[src/rtl/i2cs_pkg.sv]
package i2cs_pkg;

  typedef enum logic [1:0] {
    STRAP_LOW  = 2'd0,
    STRAP_HIGH = 2'd1,
    STRAP_OPEN = 2'd2
  } strap_e;

  typedef enum logic [3:0] {
    ST_IDLE,
    ST_ADDR,
    ST_ADDR_ACK,
    ST_CMD,
    ST_CMD_ACK,
    ST_WDATA,
    ST_WDATA_ACK,
    ST_RDATA,
    ST_RDATA_ACK,
    ST_IGNORE
  } xfer_state_e;

  // code 2'b11 treated as open
  function automatic strap_e strap_norm(input logic [1:0] code);
    case (code)
      2'd0:    return STRAP_LOW;
      2'd1:    return STRAP_HIGH;
      default: return STRAP_OPEN;
    endcase
  endfunction

endpackage

[src/rtl/i2cs_sync.sv]
module i2cs_sync #(
  parameter int unsigned STAGES = 2,
  parameter int unsigned WIDTH  = 2
) (
  input  logic             clk_i,
  input  logic             rst_ni,
  input  logic [WIDTH-1:0] d_i,
  output logic [WIDTH-1:0] q_o
);

  logic [WIDTH-1:0] stage_q [STAGES];

  for (genvar s = 0; s < STAGES; s++) begin : g_stage
    always_ff @(posedge clk_i or negedge rst_ni) begin
      if (!rst_ni) begin
        stage_q[s] <= '1;
      end else if (s == 0) begin
        stage_q[s] <= d_i;
      end else begin
        stage_q[s] <= stage_q[(s == 0) ? 0 : s-1];
      end
    end
  end

  assign q_o = stage_q[STAGES-1];

endmodule

[src/rtl/i2cs_cond_detect.sv]
module i2cs_cond_detect (
  input  logic clk_i,
  input  logic rst_ni,
  input  logic scl_s_i,
  input  logic sda_s_i,
  output logic scl_rise_o,
  output logic scl_fall_o,
  output logic start_o,
  output logic stop_o
);

  logic scl_q, sda_q;

  always_ff @(posedge clk_i or negedge rst_ni) begin
    if (!rst_ni) begin
      scl_q <= 1'b1;
      sda_q <= 1'b1;
    end else begin
      scl_q <= scl_s_i;
      sda_q <= sda_s_i;
    end
  end

  assign scl_rise_o = scl_s_i & ~scl_q;
  assign scl_fall_o = ~scl_s_i & scl_q;
  // data edges while clock held high
  assign start_o    = scl_s_i & scl_q & sda_q & ~sda_s_i;
  assign stop_o     = scl_s_i & scl_q & ~sda_q & sda_s_i;

  assert property (@(posedge clk_i) disable iff (!rst_ni)
    !(start_o && stop_o))
    else $error("assert_cond_excl_R9");

endmodule

[src/rtl/i2cs_strap_decode.sv]
module i2cs_strap_decode
  import i2cs_pkg::*;
#(
  parameter int unsigned ADDR_W = 7,
  parameter logic [ADDR_W-1:0] BCAST_ADDR = 7'b1100110
) (
  input  logic [1:0]        adr1_i,
  input  logic [1:0]        adr0_i,
  output logic [ADDR_W-1:0] own_addr_o
);

  strap_e s1, s0;

  assign s1 = strap_norm(adr1_i);
  assign s0 = strap_norm(adr0_i);

  always_comb begin
    own_addr_o = 7'b1101010;
    case ({s1, s0})
      {STRAP_HIGH, STRAP_LOW }: own_addr_o = 7'b1100111;
      {STRAP_OPEN, STRAP_HIGH}: own_addr_o = 7'b1101000;
      {STRAP_HIGH, STRAP_HIGH}: own_addr_o = 7'b1101001;
      {STRAP_OPEN, STRAP_OPEN}: own_addr_o = 7'b1101010;
      {STRAP_OPEN, STRAP_LOW }: own_addr_o = 7'b1101011;
      {STRAP_LOW,  STRAP_HIGH}: own_addr_o = 7'b1101100;
      {STRAP_HIGH, STRAP_OPEN}: own_addr_o = 7'b1101101;
      {STRAP_LOW,  STRAP_OPEN}: own_addr_o = 7'b1101110;
      {STRAP_LOW,  STRAP_LOW }: own_addr_o = 7'b1101111;
      default:                  own_addr_o = 7'b1101010;
    endcase
  end

  always_comb begin
    assert_addr_not_bcast_R1: assert (own_addr_o != BCAST_ADDR);
  end

endmodule

[src/rtl/i2cs_xfer_fsm.sv]
module i2cs_xfer_fsm
  import i2cs_pkg::*;
#(
  parameter int unsigned ADDR_W = 7,
  parameter int unsigned DATA_W = 8,
  parameter int unsigned PTR_W  = 3,
  parameter logic [ADDR_W-1:0] BCAST_ADDR = 7'b1100110
) (
  input  logic              clk_i,
  input  logic              rst_ni,
  input  logic              bus_reset_i,
  input  logic              scl_s_i,
  input  logic              sda_s_i,
  input  logic              scl_rise_i,
  input  logic              scl_fall_i,
  input  logic              start_i,
  input  logic              stop_i,
  input  logic [ADDR_W-1:0] own_addr_i,
  input  logic              page_en_i,
  output logic              sda_pull_o,
  output logic [PTR_W-1:0]  reg_addr_o,
  output logic              reg_wr_o,
  output logic [DATA_W-1:0] reg_wdata_o,
  output logic              reg_rd_o,
  input  logic [DATA_W-1:0] reg_rdata_i
);

  localparam int unsigned CNT_W = $clog2(DATA_W + 1);
  localparam logic [CNT_W-1:0] FULL = CNT_W'(DATA_W);

  xfer_state_e      state_q;
  logic [CNT_W-1:0] bit_q;
  logic [DATA_W-1:0] rx_q, tx_q;
  logic [PTR_W-1:0] ptr_q;
  logic             pull_q, is_read_q, m_ack_q, wr_q, rd_q;
  logic [DATA_W-1:0] wdata_q;
  logic             own_hit, bcast_hit, rw_bit;

  assign rw_bit    = rx_q[0];
  assign own_hit   = rx_q[DATA_W-1:1] == own_addr_i;
  assign bcast_hit = (rx_q[DATA_W-1:1] == BCAST_ADDR) && !rw_bit;

  always_ff @(posedge clk_i or negedge rst_ni) begin
    if (!rst_ni) begin
      state_q   <= ST_IDLE;
      bit_q     <= '0;
      rx_q      <= '0;
      tx_q      <= '0;
      ptr_q     <= '0;
      pull_q    <= 1'b0;
      is_read_q <= 1'b0;
      m_ack_q   <= 1'b0;
      wr_q      <= 1'b0;
      rd_q      <= 1'b0;
      wdata_q   <= '0;
    end else begin
      wr_q <= 1'b0;
      rd_q <= 1'b0;
      if (bus_reset_i || stop_i) begin
        state_q <= ST_IDLE;
        ptr_q   <= '0;
        pull_q  <= 1'b0;
        bit_q   <= '0;
      end else if (start_i) begin
        state_q <= ST_ADDR;
        pull_q  <= 1'b0;
        bit_q   <= '0;
      end else begin
        if (wr_q) ptr_q <= ptr_q + PTR_W'(1);
        if (rd_q) begin
          tx_q   <= reg_rdata_i;
          pull_q <= ~reg_rdata_i[DATA_W-1];
          ptr_q  <= ptr_q + PTR_W'(1);
        end
        case (state_q)
          ST_ADDR, ST_CMD, ST_WDATA: begin
            if (scl_rise_i && bit_q != FULL) begin
              rx_q  <= {rx_q[DATA_W-2:0], sda_s_i};
              bit_q <= bit_q + CNT_W'(1);
            end else if (scl_fall_i && bit_q == FULL) begin
              bit_q <= '0;
              case (state_q)
                ST_ADDR: begin
                  if (own_hit || bcast_hit) begin
                    is_read_q <= own_hit && rw_bit;
                    pull_q    <= 1'b1;
                    state_q   <= ST_ADDR_ACK;
                  end else begin
                    state_q   <= ST_IGNORE;
                  end
                end
                ST_CMD: begin
                  ptr_q   <= rx_q[PTR_W-1:0];
                  pull_q  <= 1'b1;
                  state_q <= ST_CMD_ACK;
                end
                default: begin
                  wdata_q <= rx_q;
                  wr_q    <= 1'b1;
                  pull_q  <= 1'b1;
                  state_q <= ST_WDATA_ACK;
                end
              endcase
            end
          end
          ST_ADDR_ACK: if (scl_fall_i) begin
            pull_q <= 1'b0;
            if (is_read_q) begin
              rd_q    <= 1'b1;
              bit_q   <= CNT_W'(1);
              state_q <= ST_RDATA;
            end else begin
              state_q <= ST_CMD;
            end
          end
          ST_CMD_ACK: if (scl_fall_i) begin
            pull_q  <= 1'b0;
            state_q <= ST_WDATA;
          end
          ST_WDATA_ACK: if (scl_fall_i) begin
            pull_q  <= 1'b0;
            state_q <= page_en_i ? ST_WDATA : ST_IGNORE;
          end
          ST_RDATA: if (scl_fall_i) begin
            if (bit_q == FULL) begin
              pull_q  <= 1'b0;
              bit_q   <= '0;
              state_q <= ST_RDATA_ACK;
            end else begin
              pull_q <= ~tx_q[DATA_W-2];
              tx_q   <= tx_q << 1;
              bit_q  <= bit_q + CNT_W'(1);
            end
          end
          ST_RDATA_ACK: begin
            if (scl_rise_i) m_ack_q <= ~sda_s_i;
            if (scl_fall_i) begin
              if (m_ack_q && page_en_i) begin
                rd_q    <= 1'b1;
                bit_q   <= CNT_W'(1);
                state_q <= ST_RDATA;
              end else begin
                state_q <= ST_IGNORE;
              end
            end
          end
          default: ;
        endcase
      end
    end
  end

  assign sda_pull_o  = pull_q;
  assign reg_addr_o  = ptr_q;
  assign reg_wr_o    = wr_q;
  assign reg_rd_o    = rd_q;
  assign reg_wdata_o = wdata_q;

  assert property (@(posedge clk_i) disable iff (!rst_ni)
    !(reg_wr_o && reg_rd_o))
    else $error("assert_strobe_excl_R13");

  assert property (@(posedge clk_i) disable iff (!rst_ni)
    reg_wr_o |=> !reg_wr_o)
    else $error("assert_wr_single_R13");

  assert property (@(posedge clk_i) disable iff (!rst_ni)
    reg_rd_o |=> !reg_rd_o)
    else $error("assert_rd_single_R13");

  assert property (@(posedge clk_i) disable iff (!rst_ni)
    (reg_wr_o && !bus_reset_i && !stop_i) |=> reg_addr_o == $past(reg_addr_o) + PTR_W'(1))
    else $error("assert_ptr_step_R5");

  assert property (@(posedge clk_i) disable iff (!rst_ni)
    stop_i |=> (reg_addr_o == '0 && !sda_pull_o))
    else $error("assert_stop_clears_R9");

  assert property (@(posedge clk_i) disable iff (!rst_ni)
    bus_reset_i |=> (state_q == ST_IDLE && !sda_pull_o && reg_addr_o == '0))
    else $error("assert_bus_reset_R12");

  assert property (@(posedge clk_i) disable iff (!rst_ni)
    (!$stable(sda_pull_o) && !$past(bus_reset_i) && !$past(stop_i)) |-> !scl_s_i)
    else $error("assert_sda_low_phase_R7");

  assert property (@(posedge clk_i) disable iff (!rst_ni)
    (state_q == ST_IGNORE) |-> !sda_pull_o)
    else $error("assert_ignore_released_R8");

  assert property (@(posedge clk_i) disable iff (!rst_ni)
    (state_q == ST_WDATA_ACK && scl_fall_i && !page_en_i && !bus_reset_i && !stop_i && !start_i)
      |=> state_q == ST_IGNORE)
    else $error("assert_single_byte_R10");

endmodule

[src/rtl/i2c_strap_slave.sv]
module i2c_strap_slave #(
  parameter int unsigned ADDR_W       = 7,
  parameter int unsigned DATA_W       = 8,
  parameter int unsigned PTR_W        = 3,
  parameter int unsigned SYNC_STAGES  = 2,
  parameter bit          INVERT_SDA_O = 1'b0,
  parameter logic [ADDR_W-1:0] BCAST_ADDR = 7'b1100110
) (
  input  logic              clk_i,
  input  logic              rst_ni,
  input  logic              bus_reset_i,
  input  logic              scl_i,
  input  logic              sda_i,
  output logic              sda_o,
  input  logic [1:0]        adr1_i,
  input  logic [1:0]        adr0_i,
  input  logic              page_en_i,
  output logic [PTR_W-1:0]  reg_addr_o,
  output logic              reg_wr_o,
  output logic [DATA_W-1:0] reg_wdata_o,
  output logic              reg_rd_o,
  input  logic [DATA_W-1:0] reg_rdata_i
);

  logic [1:0]        bus_s;
  logic              scl_rise, scl_fall, start_det, stop_det, sda_pull;
  logic [ADDR_W-1:0] own_addr;

  i2cs_sync #(.STAGES(SYNC_STAGES), .WIDTH(2)) i_sync (
    .clk_i  (clk_i),
    .rst_ni (rst_ni),
    .d_i    ({scl_i, sda_i}),
    .q_o    (bus_s)
  );

  i2cs_cond_detect i_cond (
    .clk_i      (clk_i),
    .rst_ni     (rst_ni),
    .scl_s_i    (bus_s[1]),
    .sda_s_i    (bus_s[0]),
    .scl_rise_o (scl_rise),
    .scl_fall_o (scl_fall),
    .start_o    (start_det),
    .stop_o     (stop_det)
  );

  i2cs_strap_decode #(.ADDR_W(ADDR_W), .BCAST_ADDR(BCAST_ADDR)) i_strap (
    .adr1_i     (adr1_i),
    .adr0_i     (adr0_i),
    .own_addr_o (own_addr)
  );

  i2cs_xfer_fsm #(
    .ADDR_W(ADDR_W), .DATA_W(DATA_W), .PTR_W(PTR_W), .BCAST_ADDR(BCAST_ADDR)
  ) i_fsm (
    .clk_i       (clk_i),
    .rst_ni      (rst_ni),
    .bus_reset_i (bus_reset_i),
    .scl_s_i     (bus_s[1]),
    .sda_s_i     (bus_s[0]),
    .scl_rise_i  (scl_rise),
    .scl_fall_i  (scl_fall),
    .start_i     (start_det),
    .stop_i      (stop_det),
    .own_addr_i  (own_addr),
    .page_en_i   (page_en_i),
    .sda_pull_o  (sda_pull),
    .reg_addr_o  (reg_addr_o),
    .reg_wr_o    (reg_wr_o),
    .reg_wdata_o (reg_wdata_o),
    .reg_rd_o    (reg_rd_o),
    .reg_rdata_i (reg_rdata_i)
  );

  if (INVERT_SDA_O) begin : g_inv
    assign sda_o = sda_pull;
  end else begin : g_direct
    assign sda_o = ~sda_pull;
  end

  assert property (@(posedge clk_i) disable iff (!rst_ni)
    sda_pull |-> (sda_o == INVERT_SDA_O))
    else $error("assert_polarity_R11");

endmodule

[config.mk]
export PLATFORM = sky130hd
export DESIGN_NAME = i2c_strap_slave
export DESIGN_NICKNAME = d
export VERILOG_FILES = /design/src/rtl/i2cs_pkg.sv /design/src/rtl/i2cs_sync.sv /design/src/rtl/i2cs_cond_detect.sv /design/src/rtl/i2cs_strap_decode.sv /design/src/rtl/i2cs_xfer_fsm.sv /design/src/rtl/i2c_strap_slave.sv
export SDC_FILE = /design/constraint.sdc
export NUM_CORES = 1
export LEC_CHECK = 0
export ABC_AREA = 1
export ABC_CLOCK_PERIOD_IN_PS = 2000
export BUFFER_PORTS_ARGS = -buffer_cell sky130_fd_sc_hd__buf_2
export CAP_MARGIN = 30
export CORE_ASPECT_RATIO = 0.75
export CORE_MARGIN = 2
export CORE_UTILIZATION = 58
export DETAILED_ROUTE_END_ITERATION = 10
export PLACE_DENSITY = 0.92
export SLEW_MARGIN = 20
export SYNTH_ARGS = -nofsm -noshare
export SYNTH_HDL_FRONTEND = slang
export SYNTH_SLANG_ARGS = --single-unit
[constraint.sdc]
create_clock -name clk_i -period 2 [get_ports clk_i]
set_clock_uncertainty 0.1 [all_clocks]
set_input_delay 0.2 -clock clk_i [delete_from_list [all_inputs] [get_ports clk_i]]
set_output_delay 0.2 -clock clk_i [all_outputs]
set_load 0.05 [all_outputs]
==> results by group <==
Die
  – I/O pin total: 32
  – Row count: 21
  – Die Span Y: 62.35 um
  – Starting Density: 59.64%
  – Full die area: 0.005100 mm^2
  – Die Wd: 81.80 um
  – Core area: 0.004414 mm^2

Logic synthesis
  – Yosys top cell area share: 37.07%
  – Ranking of synthesized cells by area: dfrtp_1 37%, nand2_1 10%, dfstp_2 6.0%
  – Sequential area share after synthesis: 43.06%
  – Syn Area/Cell: 8.331 um^2
  – Post-synthesis register bit count: 45
  – Cell area after synthesis: 0.002633 mm^2
  – Count of cell types in the netlist: 37
  – Post-synth top area cell: dfrtp_1
  – Most used DFF post-synth: dfrtp_1
  – Number of synthesized flops with an enable pin: 0
  – Post-Synthesis Cells: 316
  – Syn_nets: 337
  – Post-synth ARST share: 100.0%
  – YS warnings: 0

Cells and area
  – Area occupied by registers: 0.001135 mm^2
  – Commonest non-fill, non-tap cell in the layout: nand2_1
  – Area delta synth->final: 14.12%
  – Fill cell count: 343
  – ANT cells: 0
  – Final Cell Area: 0.003004 mm^2
  – Non-filler instance count after layout: 414
  – Multi-input gate area: 0.001291 mm^2
  – Most frequent cells in the layout: 71 x nand2_1, 41 x inv_1, 38 x dfrtp_1
  – Fin nets: 377
  – Layout cells sized above 1: 29.69%

Worst hold path
  – Hold/Removal Path Class: input port to register

CTS
  – TritonCTS clock tree: yes
  – Clock root buffer: clkbuf_8
  – Reg clk slew, reported paths: 0.08 ns
  – Total CTS buffers: 5
  – Setup Fix Bufs, Post-CTS: 0
  – Clock Latency Late Sink: 0.31 ns
  – CTS H-tree depth: 2
  – CTS Buffer Depth: 2
  – Clock Sinks: 45

Setup path
  – Crit-path max FO: 10
  – CP endpoint kind: register
  – CP max-delay cell: dfrtp_1
  – CP peak stage delay: 0.40 ns
  – Worst endpoint required time: 2.08 ns
  – CP startpoint kind: register
  – Crit path kind: register to register
  – Crit-path cells: inv_1 -> ha_1 -> nand3_2 -> inv_1 -> nor2_4 -> nand2_4 -> a21oi_4 -> o221ai_1
  – Most used cell, CP: inv_1
  – WP data arrival: 1.95 ns

STA
  – Worst-margin pin slew: 0.5472 ns
  – RSZ-0062 raised after global routing: no
  – Setup slack after layout: 0.1311 ns
  – Final hold violations: 0
  – Tcrit/Tclk final: 93.45%
  – Final setup fails: 0
  – Setup TNS: 0 ns
  – Fmax: 535.1 MHz
  – Pins Over Slew Limit: 0
  – Slew headroom: 63.52%
  – Tmin final: 1.869 ns

Detailed routing
  – Via Count: 2360
  – Overall routed net length: 6024 um
  – Via-to-Cell Ratio: 5.700
  – Iter 0 DRT Violations: 231
  – Final ANT Viol Nets: 0
  – # DRC: 0
  – First-pass DRT Iterations: 5
  – WL/cell: 14.55 um

GRT
  – Vias in the first global route: 2143
  – Largest net degree at the start of global routing: 46
  – Global-route wire length before repair: 9894 um
  – Grt total ovfl: 0
  – Antenna violations before repair: 0
  – Tot GR Track Use: 25.11%

Placed design
  – DP Area: 0.002843 mm^2
  – DPL Wire Length: 4381 um
  – Dpl cells: 403
  – Gpl congestion: 0.9819
  – Port bufs: 31
  – Post-Place Setup Slack: 0.04169 ns

Pwr
  – Overall power: 0.003103 W
  – Worst vdd ir: 0.0005121 V
  – Leak: 1.480 nW
  – Pwr dens: 1033 mW/mm^2

Outcome
  – Status: completed

Job
  – Max-cap violations: 0
[worst paths after layout]
kind                                    from               end  slack, ns  depth (start not counted)
max in group asynchronous             rst_ni  i_fsm.state_q[1]       1.00                          3
setup / recovery              i_fsm.bit_q[0]     i_fsm.tx_q[4]       0.13                          8
setup reg to reg              i_fsm.bit_q[0]     i_fsm.tx_q[4]       0.13                          8
hold reg to reg            i_sync.stage_q[2]     i_sync.q_o[0]       0.26                          0
hold / removal                reg_rdata_i[0]     i_fsm.tx_q[0]       0.06                          3
min in group asynchronous             rst_ni     i_fsm.tx_q[0]       0.40                          3
[power breakdown]
part           internal, W  leakage [nW]  switching [W]
clock network     0.000280        0.0512       0.000316
registers          0.00108         0.567       0.000153
logic             0.000424         0.861       0.000847
[cells in the mapped netlist, types with 2 or more instances]
cell type	instances
a21oi_1	5
a32o_1	2
buf_6	4
dfrtp_1	39
dfstp_2	6
ha_1	3
inv_1	42
inv_2	7
nand2_1	72
nand2_2	6
nand2_4	3
nand3_1	26
nand3_2	5
nand4_1	10
nor2_1	18
nor2_2	5
nor2_4	4
nor3_1	2
nor3_2	2
o211ai_1	2
o21ai_0	9
o21ai_1	11
o21ai_2	12
o221ai_1	6
xor2_1	3
[through the flow]
stage | hold slack (ns) | utilization, %
finish | 0.05772 | 68.06
floorplan | -0.1956 | -
CTS | 0.05477 | 67.26
global placement | 0.2055 | 64.40
global route | 0.08148 | 68.06
detailed placement | 0.2065 | 64.40
[worst max-delay path: cells and delay by family, from the launching register on]
family / cells / cell delay [ns]
AOI/OAI and AO/OA: 2 / 0.39
adders and majority gates: 1 / 0.22
and+or+nand+nor: 3 / 0.42
DFF: 1 / 0.40
buffers and inverters: 2 / 0.19
[metal layers]
metal	up-vias	track usage [%]	part of all wire (%)
li1	1128	-	-
met1	1111	36.91	44
met2	105	36.08	45
met3	16	6.686	8.7
met4	0	8.333	1.9
met5	-	0	0
[sequential cells by signal, indices dropped and copies added (netlist names)]
register	cells
i_fsm.bit_q	4
i_cond.scl_q	1
i_sync.stage_q	2
i_fsm.reg_wr_o	1
i_fsm.reg_rd_o	1
i_sync.q_o	2
i_cond.sda_q	1
i_fsm.is_read_q	1
i_fsm.rx_q	8
i_fsm.sda_pull_o	1
i_fsm.m_ack_q	1
i_fsm.reg_wdata_o	8
i_fsm.reg_addr_o	3
i_fsm.state_q	4
i_fsm.tx_q	7
[repair_timing]
item | 4_1_cts | 5_1_grt
hold buffers | 3 | 0
endpoints found under the setup margin | 0 | 15
endpoints found under the hold margin | 41 | 0
gates resized for setup | 0 | 9
[area by class of cell]
type	count	area share [%]
well taps	57	2.374
clock inverters	2	0.4581
repair buffers	39	7.539
flip-flops and latches	45	37.78
clock buffers	6	2.749
inverters	49	6.122
multi-input cells	216	42.98
[cells by family after synthesis]
family | synth area share [%]
compound gates | 15.40
xor+xnor | 0.9983
fa+ha+maj | 1.426
buf+inv | 9.030
flops | 43.06
simple gates | 30.09
(Power assumes the default switching activity.)
